`src/rtl/bsc_fault_rec.sv`:
```
module bsc_fault_rec #(
   parameter int ADDR_W = 32,
   parameter int TAG_W = 4,
   parameter bit CLEAR_IDLE = 1'b0
) (
   input logic clk,
   input logic rst_n,
   input logic fault_i,
   input logic [ADDR_W-1:0] addr_i,
   input logic wr_i,
   input logic [TAG_W-1:0] tag_i,
   output logic vld_o,
   output logic [ADDR_W-1:0] addr_o,
   output logic wr_o,
   output logic [TAG_W-1:0] tag_o
);
   initial begin
      if (TAG_W < 1) $error("bsc_fault_rec: TAG_W must be positive");
   end

   always_ff @(posedge clk or negedge rst_n) begin
      if (!rst_n) vld_o <= 1'b0;
      else vld_o <= fault_i;
   end

   if (CLEAR_IDLE) begin : g_clear
      always_ff @(posedge clk or negedge rst_n) begin
         if (!rst_n || !fault_i) begin
            addr_o <= '0;
            wr_o <= 1'b0;
            tag_o <= '0;
         end else begin
            addr_o <= addr_i;
            wr_o <= wr_i;
            tag_o <= tag_i;
         end
      end
   end else begin : g_hold
      always_ff @(posedge clk or negedge rst_n) begin
         if (!rst_n) begin
            addr_o <= '0;
            wr_o <= 1'b0;
            tag_o <= '0;
         end else if (fault_i) begin
            addr_o <= addr_i;
            wr_o <= wr_i;
            tag_o <= tag_i;
         end
      end
   end


   rec_capture_chk: assert property (@(posedge clk) disable iff (!rst_n)
      fault_i |=> (vld_o && addr_o == $past(addr_i) && wr_o == $past(wr_i)
                   && tag_o == $past(tag_i)));

   rec_pulse_chk: assert property (@(posedge clk) disable iff (!rst_n)
      !fault_i |=> !vld_o);
endmodule

```
`config.mk`:
```
export PLATFORM = sky130hd
export DESIGN_NAME = bsc_fault_rec
export DESIGN_NICKNAME = d
export VERILOG_FILES = /design/src/rtl/bsc_fault_rec.sv
export SDC_FILE = /design/constraint.sdc
export NUM_CORES = 1
export LEC_CHECK = 0
export BUFFER_PORTS_ARGS = -buffer_cell sky130_fd_sc_hd__buf_2
export CORE_ASPECT_RATIO = 0.7
export CORE_MARGIN = 2
export CORE_UTILIZATION = 47
export CTS_BUF_LIST = sky130_fd_sc_hd__clkbuf_4
export DETAILED_ROUTE_END_ITERATION = 6
export GPL_ROUTABILITY_DRIVEN = 0
export GPL_TIMING_DRIVEN = 0
export PLACE_DENSITY = 0.88
export SYNTH_ARGS = -nofsm -noshare
export SYNTH_HDL_FRONTEND = slang
export SYNTH_SLANG_ARGS = --single-unit
```
`constraint.sdc`:
```
create_clock -name clk -period 0.99 [get_ports clk]
set_clock_uncertainty 0.15 [all_clocks]
set_input_delay 0.099 -clock clk [delete_from_list [all_inputs] [get_ports clk]]
set_output_delay 0.099 -clock clk [all_outputs]
set_load 0.01 [all_outputs]
```
==> results.toml <==
[critical_path]
crit_path_end_kind = "output port"
r2r_cells = 2
cp_slowest_stage_delay_ns = 0.42
slowest_stage = "dfrtp_1"
cp.depth = 1
start_kind = "flop"
arrival_ns = 0.91
required_ns = 0.74
crit_fanout = 2
crit_chain = "buf_2"
cpLargestDelayFamily = "flip-flops"
worst-path-buf-inv = 1
worst-setup-path-type = "reg2out"

[timing]
setup_viol = 58
hold_viol_final = 38
slew_violations = 0
final.setup.worst_slack_ns = -0.166
timing.fmax_ghz = 0.865
fin_hold_ws_ns = -0.302
relSlewSlack = 0.449
min_period_ns = 1.16
rsz0062_at_grt = "yes"
fin_crit_sh = 1.17
worstMarginPinSlew_ns = 0.827
setup-tns-final_ns = -6.59

[grt]
grt_overflow = 0
grt_pass1_vias = 1303
antenna_found_initial = 0
track_usage = 0.235
grt_start_max_net_pins = 39
grt_pass1_wl_um = 6450

[hold_path]
hold_path.class = "in2async"

[routing]
drt_first_pass_iters = 4
wl_per_cell_um = 17.1
drc = 0
vias_per_cell = 4.78
vias = 1238
ant_nets = 0
drt_iter0_drc = 45
routed_wl_um = 4420

[yosys]
synth-compound-area-share = 0
seq_area_frac_synth = 0.613
synthMuxAreaShare = 0.341
synth_area_leaders = "dfrtp_1 61%, mux2_4 29%, mux2_2 5.1%"
synthXorXnorAreaFrac = 0
yosys.area.top_type = "dfrtp_1"
yosys_warnings = 0
syn-num-nets = 119
synth_top_area_share = 0.613
synthDistinctLibCells = 5
syn_inst = 79
netlist_area_um2 = 1550
synth-seq-cells = 38
synthSimpleGateAreaFrac = 0
syn_area_per_cell_um2 = 19.6
synth_top_family_by_area = "multiplexers"
synthAdderAreaFrac = 0

[floorplanning]
core-area_um2 = 3150
die-area_um2 = 3780
initial_core_util = 0.493
ioPinCount = 78
die_w_um = 72.7
die_y_um = 52.1
fp-row-count = 17

[flow_run]
drv_cap = 0

[power_and_ir_drop]
powerDensity_nw_per_um2 = 1340
cellLeakagePower_uw = 0.00136
ir_drop_v = 0.000915

[clock_network]
clockRootBuffer = "clkbuf_4"
clkSlewWorstSetupHoldPaths_ns = 0.11
max-clock-path-buffers = 2
cts_tree = "built"
ctsHoldBuffers = 38
h-tree-depth = 2
clkSinkCount = 38
cts_buffers = 5
insertion_delay_ns = 0.33

[finish]
final_cell_count_no_fill = 259
drive_gt1_frac = 0.656
fin_area_um2 = 2620
syn_to_final_growth_pct = 68.8
n_antenna_cell = 0
nFillCells = 145
fin_nets = 261

[place]
dp_cells = 194
placed_area_um2 = 1980
dp_hpwl_um = 2160
portBuffers = 77

[run_status]
status = "finished, violations left"
violations = "negative hold slack, negative setup slack"
## path summary, 6_finish.rpt
check	start	end	slack (ns)
worst max register to register	addr_o[19]	addr_o[19]	-0.09
worst min register to register	addr_o[8]	addr_o[8]	0.37
worst max-delay path	addr_o[15]	addr_o[15]	-0.17
worst min-delay path	rst_n	addr_o[24]	-0.30
min in group clk	fault_i	wr_o	0.07
max in group asynchronous	rst_n	addr_o[3]	0.48
## logic make-up after synthesis
kind of cell,after synthesis
buf+inv,4
flops,38
mux,37
## registers in the layout, summed over array words and instances (netlist names)
name    cells
wr_o        1
tag_o       4
vld_o       1
addr_o     32
## Yosys cell counts
cell type  instances
buf_6              1
buf_12             3
mux2_2             7
dfrtp_1           38
mux2_4            30
## power by group
part	total (µW)	switching [µW]	internal, µW
Clock	741	485	255
Sequential	1810	103	1700
Combinational	968	347	621
Total	3520	935	2580
## layer usage
layer  global-route usage  part of all wire  up-vias
met5                    0                 0        -
met1                0.274              0.42      607
met3               0.0814             0.080       10
met4               0.0556             0.017        0
li1                     -                 -      560
met2                0.418              0.48       61
## area by class of cell
type | count | area [µm²] | share of cell area
Buffer | 4 | 71.3 | 0.0272
Clock buffer | 5 | 37.5 | 0.0143
Clock inverter | 2 | 10.0 | 0.00382
Multi-Input combinational cell | 37 | 529 | 0.202
Sequential cell | 38 | 951 | 0.363
Tap cell | 38 | 47.5 | 0.0182
Timing Repair Buffer | 135 | 972 | 0.371
## stage by stage
| step | setup WS [ns] | power [µW] | util |
|---|---|---|---|
| finish | -0.166 | 3520 | 0.832 |
| global route | -0.208 | 3680 | 0.832 |
| CTS | -0.160 | 3410 | 0.797 |
| detailed placement | -0.132 | 2480 | 0.630 |
| global placement | -0.105 | 2450 | 0.630 |
| floorplan | 0.0442 | 2180 | - |
## layout by cell type, fill, tap and decap left out, drive strengths merged
cell | netlist | final
buf | 4 | 101
clkinv | 0 | 2
dfrtp | 38 | 38
mux2 | 37 | 37
dlygate4sd3 | 0 | 38
clkbuf | 0 | 5
## what timing repair did
action,4_1_cts,5_1_grt
gates resized for setup,0,11
buffers inserted,13,7
cloned,0,0
setup endpoints to repair,38,51
hold endpoints to repair,76,38
Power figures use the tool's default switching activity.
